File: src/rtl/swr_pkg.sv
package swr_pkg;
  // Strobes issued by the sequencer to the arithmetic path
  typedef struct packed {
    logic snap;      // last cycle of a window: capture totals, restart counting
    logic loadEs;    // start surplus / K divisions
    logic loadNorm;  // start renormalising divisions
    logic commit;    // publish the renormalised weights
  } swrCtrl_t;
endpackage

File: src/rtl/swr_frac_div.sv
// Sequential restoring fraction divider: quot = floor(num * 2^FRAC / den), needs num < den.
module swr_frac_div #(
  parameter int REM_W = 19,
  parameter int FRAC  = 15,
  parameter int BPC   = 2
) (
  input  logic             clk,
  input  logic             rstN,
  input  logic             load,
  input  logic [REM_W-1:0] numIn,
  input  logic [REM_W-1:0] denIn,
  output logic [FRAC-1:0]  quot
);
  localparam int STEPS = (FRAC + BPC - 1) / BPC;
  localparam int QB    = STEPS * BPC;
  localparam int LW    = $clog2(STEPS + 1);

  logic [REM_W-1:0] remR, denR, remNx;
  logic [QB-1:0]    qR, qNx;
  logic [LW-1:0]    left;

  always_comb begin
    logic [REM_W:0] trial;
    remNx = remR;
    qNx   = qR;
    for (int b = 0; b < BPC; b++) begin
      trial = {remNx, 1'b0};
      if (trial >= {1'b0, denR}) begin
        remNx = REM_W'(trial - {1'b0, denR});
        qNx   = {qNx[QB-2:0], 1'b1};
      end else begin
        remNx = trial[REM_W-1:0];
        qNx   = {qNx[QB-2:0], 1'b0};
      end
    end
  end

  always_ff @(posedge clk or negedge rstN) begin
    if (!rstN) begin
      remR <= '0;
      denR <= '0;
      qR   <= '0;
      left <= '0;
    end else if (load) begin
      remR <= numIn;
      denR <= denIn;
      qR   <= '0;
      left <= LW'(STEPS);
    end else if (left != '0) begin
      remR <= remNx;
      qR   <= qNx;
      left <= left - 1'b1;
    end
  end

  assign quot = FRAC'(qR >> (QB - FRAC));
endmodule

File: src/rtl/swr_ctrl.sv
// Window timer and reconfiguration sequencer.
module swr_ctrl import swr_pkg::*; #(
  parameter int WINDOW     = 300,
  parameter int RECONF_LAT = 20,
  parameter int STEPS      = 8
) (
  input  logic     clk,
  input  logic     rstN,
  output swrCtrl_t ctrl
);
  localparam int WIN_W     = $clog2(WINDOW);
  localparam int LAT_W     = $clog2(RECONF_LAT);
  localparam int NORM_AT   = STEPS + 2;      // surplus quotients settle here
  localparam int COMMIT_AT = RECONF_LAT - 1; // publish edge; needs >= 2*STEPS+3

  logic [WIN_W-1:0] winPos;
  logic [LAT_W-1:0] lat;   // 0: idle, else cycles since window end
  logic             winEnd;

  assign winEnd = (winPos == WIN_W'(WINDOW - 1));

  always_ff @(posedge clk or negedge rstN) begin
    if (!rstN) winPos <= '0;
    else       winPos <= winEnd ? '0 : winPos + 1'b1;
  end

  always_ff @(posedge clk or negedge rstN) begin
    if (!rstN)                          lat <= '0;
    else if (winEnd)                    lat <= LAT_W'(1);
    else if (lat == LAT_W'(COMMIT_AT))  lat <= '0;
    else if (lat != '0)                 lat <= lat + 1'b1;
  end

  always_comb begin
    ctrl.snap     = winEnd;
    ctrl.loadEs   = (lat == LAT_W'(1));
    ctrl.loadNorm = (lat == LAT_W'(NORM_AT));
    ctrl.commit   = (lat == LAT_W'(COMMIT_AT));
  end
endmodule

File: src/rtl/swr_datapath.sv
// Event counters, surplus arithmetic, shared dividers and weight registers.
module swr_datapath import swr_pkg::*; #(
  parameter int NUM_CLUSTERS  = 4,
  parameter int WINDOW        = 300,
  parameter int FRAC_BITS     = 15,
  parameter int MIN_SHIFT     = 6,
  parameter int BITS_PER_STEP = 2
) (
  input  logic                                       clk,
  input  logic                                       rstN,
  input  swrCtrl_t                                   ctrl,
  input  logic [NUM_CLUSTERS-1:0]                    convPulse,
  input  logic                                       slotRelease,
  output logic [NUM_CLUSTERS*(FRAC_BITS+1)-1:0]      weightsOut,
  output logic                                       weightValid,
  output logic [NUM_CLUSTERS*$clog2(WINDOW+1)-1:0]   slotQuota
);
  localparam int WW      = FRAC_BITS + 1;
  localparam int CNT_W   = $clog2(WINDOW + 1);
  localparam int QUOTA_W = CNT_W;
  localparam int SUM_W   = WW + $clog2(NUM_CLUSTERS);
  localparam int REM_W   = ((CNT_W > SUM_W) ? CNT_W : SUM_W) + 1;
  localparam int SW      = WW + 2;
  localparam int PW      = WW + QUOTA_W;
  localparam logic [WW-1:0] ONE     = WW'(1) << FRAC_BITS;
  localparam logic [WW-1:0] MIN_W   = ONE >> MIN_SHIFT;
  localparam logic [WW-1:0] START_W = WW'(32'(ONE) / NUM_CLUSTERS);
  localparam logic signed [SW-1:0] MIN_S = SW'(MIN_W);
  localparam logic signed [SW-1:0] ONE_S = SW'(ONE);

  logic [CNT_W-1:0]     snapCnt [NUM_CLUSTERS];
  logic [WW-1:0]        wCur    [NUM_CLUSTERS];
  logic [WW-1:0]        wClamp  [NUM_CLUSTERS];
  logic [FRAC_BITS-1:0] quot    [NUM_CLUSTERS];
  logic [CNT_W-1:0]     relCnt, relSnap;
  logic [SUM_W-1:0]     wSum, qSum;

  // Slot releases counted per window (K)
  always_ff @(posedge clk or negedge rstN) begin
    if (!rstN) begin
      relCnt  <= '0;
      relSnap <= '0;
    end else if (ctrl.snap) begin
      relSnap <= relCnt + CNT_W'(slotRelease);
      relCnt  <= '0;
    end else begin
      relCnt  <= relCnt + CNT_W'(slotRelease);
    end
  end

  for (genvar g = 0; g < NUM_CLUSTERS; g++) begin : gCl
    logic [CNT_W-1:0]        evCnt, evSnap, excMag;
    logic signed [CNT_W:0]   excess;
    logic                    negNow, satNow, excNeg, excSat;
    logic [WW-1:0]           ewMag, clampW;
    logic signed [SW-1:0]    wNext;
    logic [REM_W-1:0]        divNum, divDen;
    logic [FRAC_BITS-1:0]    divQ;
    logic [PW-1:0]           prod;

    always_ff @(posedge clk or negedge rstN) begin
      if (!rstN) begin
        evCnt  <= '0;
        evSnap <= '0;
      end else if (ctrl.snap) begin
        evSnap <= evCnt + CNT_W'(convPulse[g]);
        evCnt  <= '0;
      end else begin
        evCnt  <= evCnt + CNT_W'(convPulse[g]);
      end
    end
    assign snapCnt[g] = evSnap;

    // Chained counts: own surplus is the difference to the predecessor
    if (g == 0) begin : gHead
      assign excess = $signed({1'b0, evSnap});
    end else begin : gLink
      assign excess = $signed({1'b0, evSnap}) - $signed({1'b0, snapCnt[g-1]});
    end

    assign negNow = excess[CNT_W];
    assign excMag = negNow ? CNT_W'(-excess) : CNT_W'(excess);
    assign satNow = (excMag >= relSnap);

    always_ff @(posedge clk or negedge rstN) begin
      if (!rstN) begin
        excNeg <= 1'b0;
        excSat <= 1'b0;
      end else if (ctrl.loadEs) begin
        excNeg <= negNow;
        excSat <= satNow;
      end
    end

    assign ewMag = excSat ? ONE : WW'(divQ);
    assign wNext = excNeg ? ($signed({2'b00, wCur[g]}) + $signed({2'b00, ewMag}))
                          : ($signed({2'b00, wCur[g]}) - $signed({2'b00, ewMag}));

    always_comb begin
      if (wNext < MIN_S)      clampW = MIN_W;
      else if (wNext > ONE_S) clampW = ONE;
      else                    clampW = WW'(wNext);
    end
    assign wClamp[g] = clampW;

    // One divider per cluster, used twice per reconfiguration
    assign divNum = ctrl.loadEs ? (satNow ? '0 : REM_W'(excMag))
                                : ((g == 0) ? '0 : REM_W'(clampW));
    assign divDen = ctrl.loadEs ? REM_W'(relSnap) : REM_W'(wSum);

    swr_frac_div #(
      .REM_W (REM_W),
      .FRAC  (FRAC_BITS),
      .BPC   (BITS_PER_STEP)
    ) u_div (
      .clk   (clk),
      .rstN  (rstN),
      .load  (ctrl.loadEs | ctrl.loadNorm),
      .numIn (divNum),
      .denIn (divDen),
      .quot  (divQ)
    );
    assign quot[g] = divQ;

    assign prod = PW'(wCur[g]) * PW'(WINDOW);
    assign slotQuota[g*QUOTA_W +: QUOTA_W] = prod[FRAC_BITS +: QUOTA_W];
    assign weightsOut[g*WW +: WW]          = wCur[g];
  end

  always_comb begin
    wSum = '0;
    qSum = '0;
    for (int i = 0; i < NUM_CLUSTERS; i++) begin
      wSum = wSum + SUM_W'(wClamp[i]);
      if (i > 0) qSum = qSum + SUM_W'(quot[i]);
    end
  end

  always_ff @(posedge clk or negedge rstN) begin
    if (!rstN) begin
      weightValid <= 1'b0;
      for (int i = 0; i < NUM_CLUSTERS; i++) wCur[i] <= START_W;
    end else begin
      weightValid <= ctrl.commit;
      if (ctrl.commit && relSnap != '0) begin
        for (int i = 0; i < NUM_CLUSTERS; i++) begin
          if (i == 0) wCur[i] <= WW'(SUM_W'(ONE) - qSum);
          else        wCur[i] <= WW'(quot[i]);
        end
      end
    end
  end
endmodule

File: src/rtl/slot_weight_rebalancer.sv
module slot_weight_rebalancer import swr_pkg::*; #(
  parameter int NUM_CLUSTERS  = 4,
  parameter int WINDOW        = 300,
  parameter int RECONF_LAT    = 20,
  parameter int FRAC_BITS     = 15,
  parameter int MIN_SHIFT     = 6,
  parameter int BITS_PER_STEP = 2
) (
  input  logic                                     clk,
  input  logic                                     rstN,
  input  logic [NUM_CLUSTERS-1:0]                  convPulse,
  input  logic                                     slotRelease,
  output logic [NUM_CLUSTERS*(FRAC_BITS+1)-1:0]    weightsOut,
  output logic                                     weightValid,
  output logic [NUM_CLUSTERS*$clog2(WINDOW+1)-1:0] slotQuota
);
  localparam int STEPS = (FRAC_BITS + BITS_PER_STEP - 1) / BITS_PER_STEP;

  swrCtrl_t ctrl;

  swr_ctrl #(
    .WINDOW     (WINDOW),
    .RECONF_LAT (RECONF_LAT),
    .STEPS      (STEPS)
  ) u_ctrl (
    .clk  (clk),
    .rstN (rstN),
    .ctrl (ctrl)
  );

  swr_datapath #(
    .NUM_CLUSTERS  (NUM_CLUSTERS),
    .WINDOW        (WINDOW),
    .FRAC_BITS     (FRAC_BITS),
    .MIN_SHIFT     (MIN_SHIFT),
    .BITS_PER_STEP (BITS_PER_STEP)
  ) u_dp (
    .clk         (clk),
    .rstN        (rstN),
    .ctrl        (ctrl),
    .convPulse   (convPulse),
    .slotRelease (slotRelease),
    .weightsOut  (weightsOut),
    .weightValid (weightValid),
    .slotQuota   (slotQuota)
  );
endmodule

File: config.mk
export PLATFORM = sky130hd
export DESIGN_NAME = slot_weight_rebalancer
export DESIGN_NICKNAME = d
export VERILOG_FILES = /design/src/rtl/swr_pkg.sv /design/src/rtl/swr_frac_div.sv /design/src/rtl/swr_ctrl.sv /design/src/rtl/swr_datapath.sv /design/src/rtl/slot_weight_rebalancer.sv
export SDC_FILE = /design/constraint.sdc
export NUM_CORES = 2
export LEC_CHECK = 0
export ABC_CLOCK_PERIOD_IN_PS = 14540
export CAP_MARGIN = 20
export CORE_ASPECT_RATIO = 0.7
export CORE_UTILIZATION = 56
export DETAILED_ROUTE_END_ITERATION = 12
export PLACE_DENSITY_LB_ADDON = 0.25
export SLEW_MARGIN = 10
export SYNTH_ARGS = -nofsm -noshare
export SYNTH_HDL_FRONTEND = slang
export SYNTH_SLANG_ARGS = --single-unit
File: constraint.sdc
create_clock -name clk -period 14.54 [get_ports clk]
set_input_delay 2.181 -clock clk [delete_from_list [all_inputs] [get_ports clk]]
set_output_delay 2.181 -clock clk [all_outputs]
set_load 0.01 [all_outputs]
### Word-level counts from Yosys, hierarchy flattened

Cells that the tools add are included.

| word-level totals | value |
|---|---|
| register bits | 348 |
| bits in latches | 0 |
| RAM bits | 0 |
| ROM bits | 0 |
| output and inout port bits | 101 |
| memories kept | 0 |

| operators by class | value |
|---|---|
| add/sub/neg operators | 38 |
| multiply operators | 4 |
| divide/modulo/power cells | 0 |
| order comparisons | 20 |
| equality and inequality tests | 4 |
| shifts and indexed selects | 0 |
| mux-type cells | 76 |
| bitwise gates (word level) | 1 |
| reduce and logical (&&, ||, !) cells | 12 |

Operators with widths:

| cell | number |
|---|---|
| 2-to-1 mux 19 bit | 20 |
| 2-to-1 mux 16 bit | 20 |
| greater-or-equal comparator 20 x 19 -> 1 bit | 8 |
| subtractor 19 bit | 8 |
| 2-to-1 mux 9 bit | 13 |
| greater-than comparator 18 x 17 -> 1 bit, second input constant | 4 |
| < comparator 18 x 11 -> 1 bit, second input constant | 4 |
| 2-to-1 mux 18 bit | 4 |
| multiplier 15 x 7 -> 22 bit, second input constant | 3 |
| adder 15 x 16 -> 17 bit | 3 |
| subtractor 15 x 16 -> 17 bit | 3 |
| adder 9 x 1 -> 9 bit | 5 |
| adder 18 x 16 -> 18 bit | 2 |
| greater-or-equal comparator 9 bit | 4 |
| 2-to-1 mux 4 bit | 8 |
| subtractor 9 x 9 -> 10 bit | 3 |
| negator 9 bit | 3 |
| multiplier 16 x 7 -> 22 bit, second input constant | 1 |
| adder 16 x 16 -> 17 bit | 1 |
| subtractor 16 x 16 -> 17 bit | 1 |
| adder 15 x 15 -> 16 bit | 1 |
| adder 16 x 15 -> 16 bit | 1 |
| nonzero test 4 bit | 4 |
| subtractor 16 bit, first input constant | 1 |
| other kinds (15) | 30 |

### Longest topological paths before layout

| logic depth | value |
|---|---|
| depth after elaboration | 10 |
| depth in mapped cells | 38 |
| mapped depth without buffers | 37 |

### Cells and area by module

A second synthesis with hierarchy kept.

| unflattened totals | value |
|---|---|
| cell total of the unflattened synthesis | 5328 |
| area, all modules | 44293.7 um2 |

Modules (own cells, without submodules):

| module | times used | cells each | area an instance (um2) |
|---|---|---|---|
| swr_datapath | 1 | 3074 | 25210.4 |
| swr_frac_div | 4 | 545 | 4566.9 |
| swr_ctrl | 1 | 74 | 815.8 |

### Worst setup path before layout

OpenSTA, ideal clock, no wires.

| path | value |
|---|---|
| kind | register to register |
| from | register u_dp.gCl[1].excSat |
| to | register u_dp.gCl[0].u_div.denR[16] |
| arrival | 7.301 ns |
| slack | 7.103 ns |
| cell stages (with the launch flop) | 37 |
| clock period less this slack | 7.437 ns |
| cells stage by stage | dfrtp_1 > clkbuf_1 > clkbuf_1 > nand2b_1 > ha_1 > clkbuf_1 > nand2b_1 > nand3_1 > o211ai_1 > a311o_1 > or4_1 > a221oi_2 > o31ai_1 > o21a_1 > mux2i_1 > or2_2 > inv_1 > ha_1 > a21o_1 > a21oi_1 > o21ai_0 > a21oi_1 > o21a_1 > o21ai_0 > o211a_1 > o21a_1 > o21a_1 > or2_2 > fa_1 > inv_1 > ha_1 > nand3_1 > a211oi_1 > o31a_1 > nor2_1 > xor2_1 > o22ai_1 |

| on the way | value |
|---|---|
| longest elaborated chain between the ends | 10 |
| elaborated cells on any way between the ends | 12 |

Ends and longest elaborated chain:

| element | line | source |
|---|---|---|
| start, declared | swr_datapath.sv:54 | `logic negNow, satNow, excNeg, excSat;` |
| start signal, assigned | swr_datapath.sv:91 | `excSat <= satNow;` |
| 2-to-1 mux 16 bit (*) | swr_datapath.sv:95 | `assign ewMag = excSat ? ONE : WW'(divQ);` |
| subtractor 15 x 16 -> 17 bit / adder 15 x 16 -> 17 bit (equally long branches) | swr_datapath.sv:97, swr_datapath.sv:96 |  |
| 2-to-1 mux 18 bit (*) | swr_datapath.sv:96 | `assign wNext = excNeg ? ($signed({2'b00, wCur[g]}) + $signed({2'b00, ewMag}))` |
| greater-than comparator 18 x 17 -> 1 bit | swr_datapath.sv:101 | `else if (wNext > ONE_S) clampW = ONE;` |
| 2-to-1 mux 16 bit | swr_datapath.sv:101 |  |
| 2-to-1 mux 16 bit (*) | swr_datapath.sv:100 | `if (wNext < MIN_S) clampW = MIN_W;` |
| adder 16 x 16 -> 17 bit (*) | swr_datapath.sv:134 | `wSum = wSum + SUM_W'(wClamp[i]);` |
| adder 18 x 16 -> 18 bit (*) (2 in a row) | swr_datapath.sv:134 |  |
| 2-to-1 mux 18 bit (*) | swr_datapath.sv:109 | `assign divDen = ctrl.loadEs ? REM_W'(relSnap) : REM_W'(wSum);` |
| end signal, assigned | swr_frac_div.sv:46 | `denR <= denIn;` |
| end, declared | swr_frac_div.sv:18 | `logic [REM_W-1:0] remR, denR, remNx;` |

Mark *: on every way between the ends. The rest lies on a longest branch, timed or not.
A chain may end at the register's enable or synchronous reset.

### Worst setup path in the final report

| path | value |
|---|---|
| from | register u_dp.gCl[1].excSat |
| to | register u_dp.gCl[0].u_div.denR[15] |

Same word-level chain as after synthesis.

==> metrics.md <==
| Metric | Value |
|---|---|
| Layout fillers | `6285` |
| Max clock buf depth | `3` |
| Post-route cell area | `43700 sq um` |
| R2R Path End | `u_dp.gCl[0].u_div.denR[15]$_DFFE_PN0N_` |
| CP Launch Point | `u_dp.gCl[1].excSat$_DFFE_PN0N_` |
| Slew Viols, Final | `0` |
| Horiz. Die Dim | `323 microns` |
| Register area share after synthesis | `21.6%` |
| Achievable Freq | `119 MHz` |
| CP Max Fanout | `21` |
| GR Overflow Total | `0` |
| Slowest stage cell, crit path | `dfrtp_1` |
| H-tree depth | `2` |
| Post-synth top area cell | `dfrtp_1` |
| Via density per instance | `6.02` |
| Final setup fails | `0` |
| Antenna viol nets, final | `0` |
| Crit path capture type | `flop` |
| Final WL | `between 100 and 150 mm` |
| Core Area | `70500 sq um` |
| Vias in the first global route | `33300` |
| Combinational power share | `under 10%` |
| Row Count | `81` |
| # resized after CTS | `0` |
| Synthesized cell area | `40300 sq um` |
| Synth top area share | `between 20% and 30%` |
| CTS Root Cell | `clkbuf_16` |
| Wire length of the first global-routing pass | `185 mm` |
| Hold buffers post-CTS | `0` |
| CP peak stage delay | `0.63 ns` |
| Slew HR | `23.2%` |
| Ports | `108` |
| Count leader, synth | `ha_1` |
| DIE HEIGHT | `roughly 230 microns` |
| Max-Cap Viols | `0` |
| Critical path type | `reg2reg` |
| Die ar. | `73000 sq um` |
| Worst-path clk slew | `around 0.07 ns` |
| Critical Path RT | `14.99 ns` |
| Area delta synth->final | `8.43%` |
| Status | `completed` |
| Top cells by area, synth | `dfrtp_1, ha_1, fa_1` |
| Layout cells sized above 1 | `4.74%` |
| Iter 0 DRT Violations | `3565` |
| CTS Sinks | `roughly 350` |
| Period Utilization, post-route | `57.9%` |
| Largest net degree at the start of global routing | `102` |
| Leak Pwr | `22.1 nW` |
| Post-Place Cell Area | `42400 sq um` |
| Post-synthesis async set-or-reset flop share | `100%` |
| Worst r2r path cells | `35` |
| Worst setup SP type | `flop` |
| Cts bufs inserted | `38` |
| Flop-to-flop setup slack | `6.12 ns` |
| Initial core utilization | `57.1%` |
| Final HPWL DP | `90.7 mm` |
| CTS tree | `yes` |
| Synthesized instance count | `4947` |
| Setup TNS | `0 ns` |
| Worst Setup EP | `u_dp.gCl[0].u_div.denR[15]$_DFFE_PN0N_` |
| Most frequent cells after synthesis | `ha_1, inv_1, nand2_1, nor2_1, a21oi_1` |
| Skew final | `0.0360 ns` |
| Core Util, Final | `61.9%` |
| Setup WS post-layout | `6.12 ns` |
| Gpl congestion | `1.04` |
| CP arrival | `8.87 ns` |
| Port Buf Inserts | `104` |
| Sw power | `0.557 mW` |
| Post-synth EDFFs | `0` |
| Post-synth cell types | `95` |
| Internal power | `1.70 mW` |
| Synth warnings | `0` |
| FF+latch count, synth | `347` |
| VDD IR max | `0.0892 mV` |
| RSZ-0062 raised after global routing | `false` |
| Post-synth top flop | `dfrtp_1` |
| Total global-route track usage | `a little under a third` |
| Power per Cell Area | `between 50 and 60 nW/um^2` |
| Reg2reg start | `u_dp.gCl[1].excSat$_DFFE_PN0N_` |
| Fin. Hold Viols | `0` |
| Via count | `36000` |
| Routed WL per cell | `19.5 microns` |
| Mapped Avg Cell Area | `8.14 sq um` |
| Reg power frac | `46.4%` |
| DRC | `0` |
| Hold Crit Class | `reg2reg` |
| Postcts setup bufs | `0` |
| Final min period | `8.42 ns` |
| Dpl ws | `6.30 ns` |
| Switching share of power | `24.6%` |
| Worst slew pin tran | `between 1 and 1.5 ns` |
| Initial antenna violation count | `1` |
| Clk Latency, worst-skew pair | `0.60 ns` |
| DR pass1 iterations | `7` |
| Clock share of power | `47.7%` |
| NumNets Final | `5752` |
==> worst min-delay path by stage <==
stage	start	end	slack (ns)	cells after the start
final	u_ctrl.winPos[0]$_DFF_PN0_	u_ctrl.winPos[0]$_DFF_PN0_	0.48	1
after global routing	u_dp.gCl[2].u_div.qR[0]$_DFFE_PN0P_	u_dp.gCl[2].u_div.qR[0]$_DFFE_PN0P_	0.50	2
after CTS	u_ctrl.winPos[0]$_DFF_PN0_	u_ctrl.winPos[0]$_DFF_PN0_	0.49	1
after detailed placement	u_dp.gCl[2].u_div.qR[0]$_DFFE_PN0P_	u_dp.gCl[2].u_div.qR[0]$_DFFE_PN0P_	0.48	2
after global placement	u_dp.gCl[2].u_div.qR[0]$_DFFE_PN0P_	u_dp.gCl[2].u_div.qR[0]$_DFFE_PN0P_	0.46	2
after floorplan	u_dp.gCl[2].u_div.qR[0]$_DFFE_PN0P_	u_dp.gCl[2].u_div.qR[0]$_DFFE_PN0P_	0.45	2
==> logic make-up after synthesis <==
group                      share of synthesized area [%]
xor gates and xnor gates                            6.39
and+or+nand+nor                                     17.3
adders and majority gates                           25.7
DFF                                                 21.6
buffers and inverters                               6.71
AOI/OAI and AO/OA                                   20.0
muxes                                               2.25
other                                            0.00931
==> power groups by stage <==
stage               Combinational, mW  Clock (mW)  Sequential (mW)
CTS                             0.137        1.09             1.05
detailed placement              0.136           0             1.07
global placement                0.132           0             1.06
floorplan                      0.0907           0             1.06
global route                    0.160        1.13             1.06
finish                          0.134        1.08             1.05
==> metal layers <==
layer  track usage, %  share of wire [%]  up-vias  routed length [microns]
li1                 -                  -    17300                        -
met1             49.5                 49    17200                    56800
met3             6.13                9.2      152                    10800
met5                0                  0        -                        0
met4             6.48                1.9        0                     2230
met2             45.5                 40     1334                    46600
==> registers in the layout (all words and copies together) (netlist names) <==
name and cells:
u_ctrl.lat 5, u_dp.weightValid 1, u_dp.gCl.evSnap 36, u_dp.gCl.u_div.left 16
u_dp.relSnap 9, u_dp.relCnt 9, u_dp.weightsOut 61, u_dp.gCl.u_div.qR 64
u_dp.gCl.u_div.remR 76, u_dp.gCl.u_div.denR 18, u_dp.gCl.excNeg 3, u_dp.gCl.excSat 4
u_dp.gCl.evCnt 36, u_ctrl.winPos 9
==> cell type report <==
type / count / area [sq um] / share of cell area (%)
multi-input cells: 3896 / 29000 / 66.3
flip-flops and latches: 347 / 8690 / 19.9
inverters: 558 / 2090 / 4.79
repair buffers: 153 / 1410 / 3.24
well taps: 954 / 1190 / 2.73
clock buffers: 44 / 1000 / 2.30
clock inverters: 21 / 318 / 0.728
diodes: 1 / 2.50 / 0.00573
==> placed cells by master, fill, tap and decap left out, types with 79 or more instances in the layout <==
master / Yosys / final
clkdlybuf4s50_1: 0 / 103
a21oi_1: 408 / 407
xor2_1: 114 / 114
nor2b_1: 79 / 79
nand2b_1: 83 / 83
nand3_1: 85 / 85
nor2_1: 452 / 450
inv_1: 555 / 555
nor3_1: 101 / 100
dfrtp_1: 343 / 343
fa_1: 129 / 129
nand2_1: 456 / 455
ha_1: 622 / 622
a21o_1: 80 / 80
xnor2_1: 180 / 180
o21ai_0: 290 / 290
==> worst max-delay path: cells and delay by family (launching register included) <==
family | cells | cell delay [ns]
AO/OA/AOI/OAI | 16 | 3.08
XOR/XNOR | 2 | 0.46
adder cells (fa/ha/maj) | 5 | 1.62
buffers and inverters | 4 | 0.36
flip-flops | 1 | 0.63
multiplexers | 1 | 0.09
AND/OR/NAND/NOR | 7 | 2.01
==> metrics by stage <==
step	hold WS, ns	instances	power (mW)
after CTS	0.487	5973	2.28
after detailed placement	0.479	5908	1.20
after global placement	0.463	5908	1.20
after floorplan	0.447	4949	1.15
after global routing	0.503	5973	2.35
final	0.484	5974	2.26
Power figures use the tool's default switching activity.
